### src/rtl/wsg_pkg.sv
`timescale 1ns/1ps
package wsg_pkg;
  localparam int NUM_REGIONS = 4;
  localparam int IDX_W = $clog2(NUM_REGIONS);

  typedef struct packed {
    logic             load;   // one-cycle access-start pulse
    logic             hit;    // decoded address falls in a region
    logic [IDX_W-1:0] region; // winning region index
  } wsgCtl_t;
endpackage

### src/rtl/wsg_ctrl.sv
`timescale 1ns/1ps
module wsg_ctrl
  import wsg_pkg::*;
#(
  parameter int ADDR_W = 16,
  parameter int DEC_W  = 4,
  parameter logic [NUM_REGIONS*DEC_W-1:0] REGION_BASE = 16'h8A98,
  parameter logic [NUM_REGIONS*DEC_W-1:0] REGION_MASK = 16'h8EFF
) (
  input  logic              clk,
  input  logic              rstN,
  input  logic [ADDR_W-1:0] busAddr,
  input  logic              busStrobe,
  output wsgCtl_t           ctl
);
  logic strobeDly;
  logic [NUM_REGIONS-1:0] match;
  logic [DEC_W-1:0] addrTag;

  assign addrTag = busAddr[ADDR_W-1 -: DEC_W];

  // delayed copy of the strobe; XOR with the live strobe marks its edges
  always_ff @(posedge clk or negedge rstN) begin
    if (!rstN) strobeDly <= 1'b0;
    else       strobeDly <= busStrobe;
  end

  for (genvar g = 0; g < NUM_REGIONS; g++) begin : gRegion
    assign match[g] = (addrTag & REGION_MASK[g*DEC_W +: DEC_W])
                      == REGION_BASE[g*DEC_W +: DEC_W];
  end

  // lowest matching index wins: scan downward so it is assigned last
  always_comb begin
    ctl.load   = rstN & busStrobe & (busStrobe ^ strobeDly);
    ctl.hit    = 1'b0;
    ctl.region = '0;
    for (int i = NUM_REGIONS - 1; i >= 0; i--) begin
      if (match[i]) begin
        ctl.hit    = 1'b1;
        ctl.region = IDX_W'(i);
      end
    end
  end
endmodule

### src/rtl/wsg_datapath.sv
`timescale 1ns/1ps
module wsg_datapath
  import wsg_pkg::*;
#(
  parameter int CNT_W = 4
) (
  input  logic             clk,
  input  logic             rstN,
  input  wsgCtl_t          ctl,
  input  logic             initWrEn,
  input  logic [IDX_W-1:0] initIdx,
  input  logic [CNT_W-1:0] initCount,
  output logic             ready,
  output logic [CNT_W-1:0] waitCnt
);
  logic [CNT_W-1:0] countTbl [NUM_REGIONS];
  logic [IDX_W-1:0] tblIdx;
  logic [CNT_W-1:0] selCount;
  logic [CNT_W-1:0] loadVal;
  logic             needWait;

  // table index is switched to the init port while reset is held
  assign tblIdx   = rstN ? ctl.region : initIdx;
  assign selCount = countTbl[tblIdx];

  always_ff @(posedge clk) begin
    if (!rstN && initWrEn) countTbl[tblIdx] <= initCount;
  end

  assign needWait = ctl.hit && (selCount != '0);
  // the load cycle itself is the first wait cycle, so N-1 is stored
  assign loadVal  = needWait ? CNT_W'(selCount - 1'b1) : '0;

  always_ff @(posedge clk or negedge rstN) begin
    if (!rstN)                waitCnt <= '0;
    else if (ctl.load)        waitCnt <= loadVal;
    else if (waitCnt != '0)   waitCnt <= CNT_W'(waitCnt - 1'b1);
  end

  assign ready = ctl.load ? !needWait : (waitCnt == '0);
endmodule

### src/rtl/wsg_top.sv
`timescale 1ns/1ps
module wsg_top
  import wsg_pkg::*;
#(
  parameter int ADDR_W = 16,
  parameter int DEC_W  = 4,
  parameter int CNT_W  = 4,
  parameter logic [NUM_REGIONS*DEC_W-1:0] REGION_BASE = 16'h8A98,
  parameter logic [NUM_REGIONS*DEC_W-1:0] REGION_MASK = 16'h8EFF
) (
  input  logic              clk,
  input  logic              rstN,
  input  logic [ADDR_W-1:0] busAddr,
  input  logic              busStrobe,
  input  logic              initWrEn,
  input  logic [IDX_W-1:0]  initIdx,
  input  logic [CNT_W-1:0]  initCount,
  output logic              ready
);
  wsgCtl_t          ctl;
  logic [CNT_W-1:0] waitCnt;

  wsg_ctrl #(
    .ADDR_W(ADDR_W), .DEC_W(DEC_W),
    .REGION_BASE(REGION_BASE), .REGION_MASK(REGION_MASK)
  ) u_ctrl (
    .clk(clk), .rstN(rstN), .busAddr(busAddr), .busStrobe(busStrobe), .ctl(ctl)
  );

  wsg_datapath #(.CNT_W(CNT_W)) u_dp (
    .clk(clk), .rstN(rstN), .ctl(ctl),
    .initWrEn(initWrEn), .initIdx(initIdx), .initCount(initCount),
    .ready(ready), .waitCnt(waitCnt)
  );
endmodule

### config.mk
export PLATFORM = sky130hd
export DESIGN_NAME = wsg_top
export DESIGN_NICKNAME = d
export VERILOG_FILES = /design/src/rtl/wsg_pkg.sv /design/src/rtl/wsg_ctrl.sv /design/src/rtl/wsg_datapath.sv /design/src/rtl/wsg_top.sv
export SDC_FILE = /design/constraint.sdc
export NUM_CORES = 1
export LEC_CHECK = 0
export ABC_AREA = 1
export BUFFER_PORTS_ARGS = -buffer_cell sky130_fd_sc_hd__buf_4
export CAP_MARGIN = 5
export CORE_ASPECT_RATIO = 1.1
export CORE_UTILIZATION = 53
export CTS_BUF_LIST = sky130_fd_sc_hd__clkbuf_16
export CTS_CLUSTER_DIAMETER = 60
export DETAILED_ROUTE_END_ITERATION = 16
export GPL_ROUTABILITY_DRIVEN = 0
export PLACE_DENSITY = 0.89
export SYNTH_ARGS = -nofsm -noshare
export SYNTH_HDL_FRONTEND = slang
export SYNTH_SLANG_ARGS = --single-unit
export TNS_END_PERCENT = 50
### constraint.sdc
create_clock -name clk -period 1.6 [get_ports clk]
set_input_delay 0 -clock clk [delete_from_list [all_inputs] [get_ports clk]]
set_output_delay 0 -clock clk [all_outputs]
set_load 0.03 [all_outputs]
==> out/qor.yml <==
finish:
  fillers: 129
  mostFrequentLayoutCells: "nand2_1, buf_4, edfxtp_1, inv_1, nand3_1"
  n_antenna_cell: 0
  stdcell_area_mm2: 0.00173
  layout-drive-gt1-share: 0.395
  fin_nets: 214
  area_growth_pct: 41.2
  final_common_cell: "nand2_1"
global_routing:
  grt_start_max_net_pins: 13
  grt_pass1_wl_um: 4820
  grt_use_total: 0.288
  antenna_found_initial: 0
  grt_pass1_vias: 1131
  overflow: 0
die:
  std_cell_rows: 17
  die-height_um: 52.4
  start_util: 0.588
  die_w_um: 47.8
  io-pin-count: 27
  die_area_mm2: 0.00251
  core_mm2: 0.00208
power:
  p_total_mw: 1.86
  vdd_drop_max_v: 0.00119
  p_per_area_mw_per_mm2: 1070
  power_leakage_nw: 0.807
cts:
  cts_tree: "done"
  htreeDepth: 1
  clock-sinks: 21
  clock_latency_ns: 0.26
  cts_buffer_depth: 2
  numCtsBuffers: 3
  path_clk_slew_ns: 0.05
  cts_root_buffer: "clkbuf_16"
yosys:
  synth_compound_area_frac: 0.0511
  synthMuxAreaShare: 0
  synth_area_leaders: "edfxtp_1, nand2_1, dfrtp_1"
  yosysTopAreaCellShare: 0.392
  synth_cell_type_count: 25
  avgSynthCellArea_um2: 8.88
  synth_fa_ha_area_frac: 0.0204
  syn_nets: 166
  synth-simple-area-share: 0.340
  synth_area_leader_cell: "edfxtp_1"
  ys_warn_count: 0
  synth_cells: 138
  syn_area_mm2: 0.00122
  synth_xor_area_frac: 0.0143
  synth_top_family_by_area: "simple AND/OR/NAND/NOR gates"
  ys_seq_elements: 21
  synth_seq_area_share: 0.494
run_status:
  status: "complete, but fails checks"
  violations: "setup timing"
worst_setup_path:
  crit_path_start: "u_dp.countTbl[0][1]"
  cp_slowest_cell: "edfxtp_1"
  worst-setup-path-type: "register to output port"
  cpMostUsedCell: "nor2_2"
  crit_arrival_ns: 1.76
  worstPathRequired_ns: 1.60
  crit_chain: "nand4_1 -> nand2_1 -> nor2_2 -> ha_2 -> nand3_2 -> nor2_2 -> nor2_2 -> a21oi_2 -> buf_6"
  timing.rr.start: "u_dp.countTbl[0][1]"
  r2r_end: "u_dp.waitCnt[3]"
  crit_path_start_kind: "register"
  cp_max_fo: 2
  rrSetupSlack_ns: -0.03
  crit_end: "ready"
  end_kind: "output port"
  reg2reg_depth: 13
  slowest_delay_ns: 0.40
sta:
  worstMarginPinSlew_ns: 0.422
  relSlewSlack: 0.717
  fin_crit_sh: 1.10
  setup_viol: 2
  fin_crit_ns: 1.76
  postLayoutSetupSlackWorst_ns: -0.159
  finClkSkew_ns: 0.00244
  hold_viol: 0
  maxSlewViolCount: 0
  max_clock_freq_mhz: 568
  rsz0062_at_grt: "yes"
drt:
  drt_first_pass_iters: 4
  viasPerCell: 5.38
  wirelength_um: 3120
  route.detailed.drc: 0
  routed-via-count: 1146
  drt_iter0_drc: 53
  avgRoutedWirePerCell_um: 14.6
  drtAntennaViolNets: 0
job:
  drv_cap: 0
placed_design:
  dpl.hpwl_um: 2050
  pre_cts_slack_ns: -0.0858
  io_buffers: 14
  placedInstanceArea_mm2: 0.00143
hold_path:
  hold_class: "input pin to async pin"
-- repair_timing --
action                                  CTS  global route
hold buffers                              6             0
endpoints found under the setup margin    1             5
pin swaps                                 8             7
hold endpoints to repair                 22             0
setup buffers                            10             3
gates cloned                              0             0
gates resized for setup                   4            13
-- how the worst min path moves through the flow --
stage	slack, ns	end	startpoint
4_1_cts	0.19	u_dp.waitCnt[3]	rstN
3_3_place_gp	-0.08	u_ctrl.strobeDly	rstN
6_report	0.20	u_dp.waitCnt[3]	rstN
5_1_grt	0.23	u_dp.waitCnt[3]	rstN
3_5_place_dp	-0.08	u_dp.waitCnt[0]	rstN
2_1_floorplan	-0.30	u_ctrl.strobeDly	rstN
-- cells in the mapped netlist --
cell and n:
nor2_4 2, a21oi_2 1, dfrtp_1 5, o21ai_0 3
inv_1 13, nand3_2 1, nand2_1 38, inv_2 2
edfxtp_1 16, a22oi_2 1, a21oi_1 2, nor3_1 4
nand2_2 4, nand3b_1 2, xor2_1 2, buf_4 1
nand3_1 13, nand4_1 6, o21ai_2 1, nand2_4 1
ha_1 2, buf_6 3, nor2_2 6, nor2_1 8
o21a_1 1
-- registers in the layout, indices dropped and copies added (netlist names) --
signal,flops
u_dp.waitCnt,4
u_ctrl.strobeDly,1
u_dp.countTbl,16
-- layer usage --
metal	GRT usage	up-vias	wire [µm]
met5	0	-	0
met1	0.274	532	1100
li1	-	555	-
met4	0.153	0	81
met2	0.538	50	1770
met3	0.0621	9	166
-- logic make-up (layout without fill, tap and decap cells) --
kind of cell,after synthesis,in the layout
compound gates,9,9
xor+xnor,2,2
fa+ha+maj,2,2
buf+inv,19,66
flops,21,21
simple gates,85,85
-- critical path, delay by kind of cell, from the launching register on --
| kind | cells | cell delay [ns] |
|---|---|---|
| and+or+nand+nor | 6 | 0.59 |
| DFF | 1 | 0.40 |
| adders and majority gates | 1 | 0.22 |
| buffers and inverters | 1 | 0.15 |
| AOI/OAI and AO/OA | 1 | 0.13 |
-- layout make-up --
cell class                 count  area [µm²]  share of cell area
clock buffer                   3        75.1              0.0434
clock inverter                 1        5.00             0.00289
sequential                    21         606               0.350
multi-input combinational     98         558               0.323
tap                           28        35.0              0.0203
inverter                      15        56.3              0.0326
timing repair buffer          47         394               0.228
-- through the flow --
stage	setup TNS, ns	util	instances	hold slack (ns)
floorplan	0	-	138	-0.296
global placement	-0.00416	0.685	190	-0.0822
detailed placement	-0.290	0.685	190	-0.0809
CTS	-0.225	0.797	210	0.194
global route	-0.596	0.830	213	0.225
finish	-0.189	0.830	213	0.198
-- power breakdown --
part / switching (mW) / internal [mW]
Combinational: 0.335 / 0.299
Sequential: 0.0369 / 0.660
Clock: 0.188 / 0.336
(Power assumes the default switching activity.)
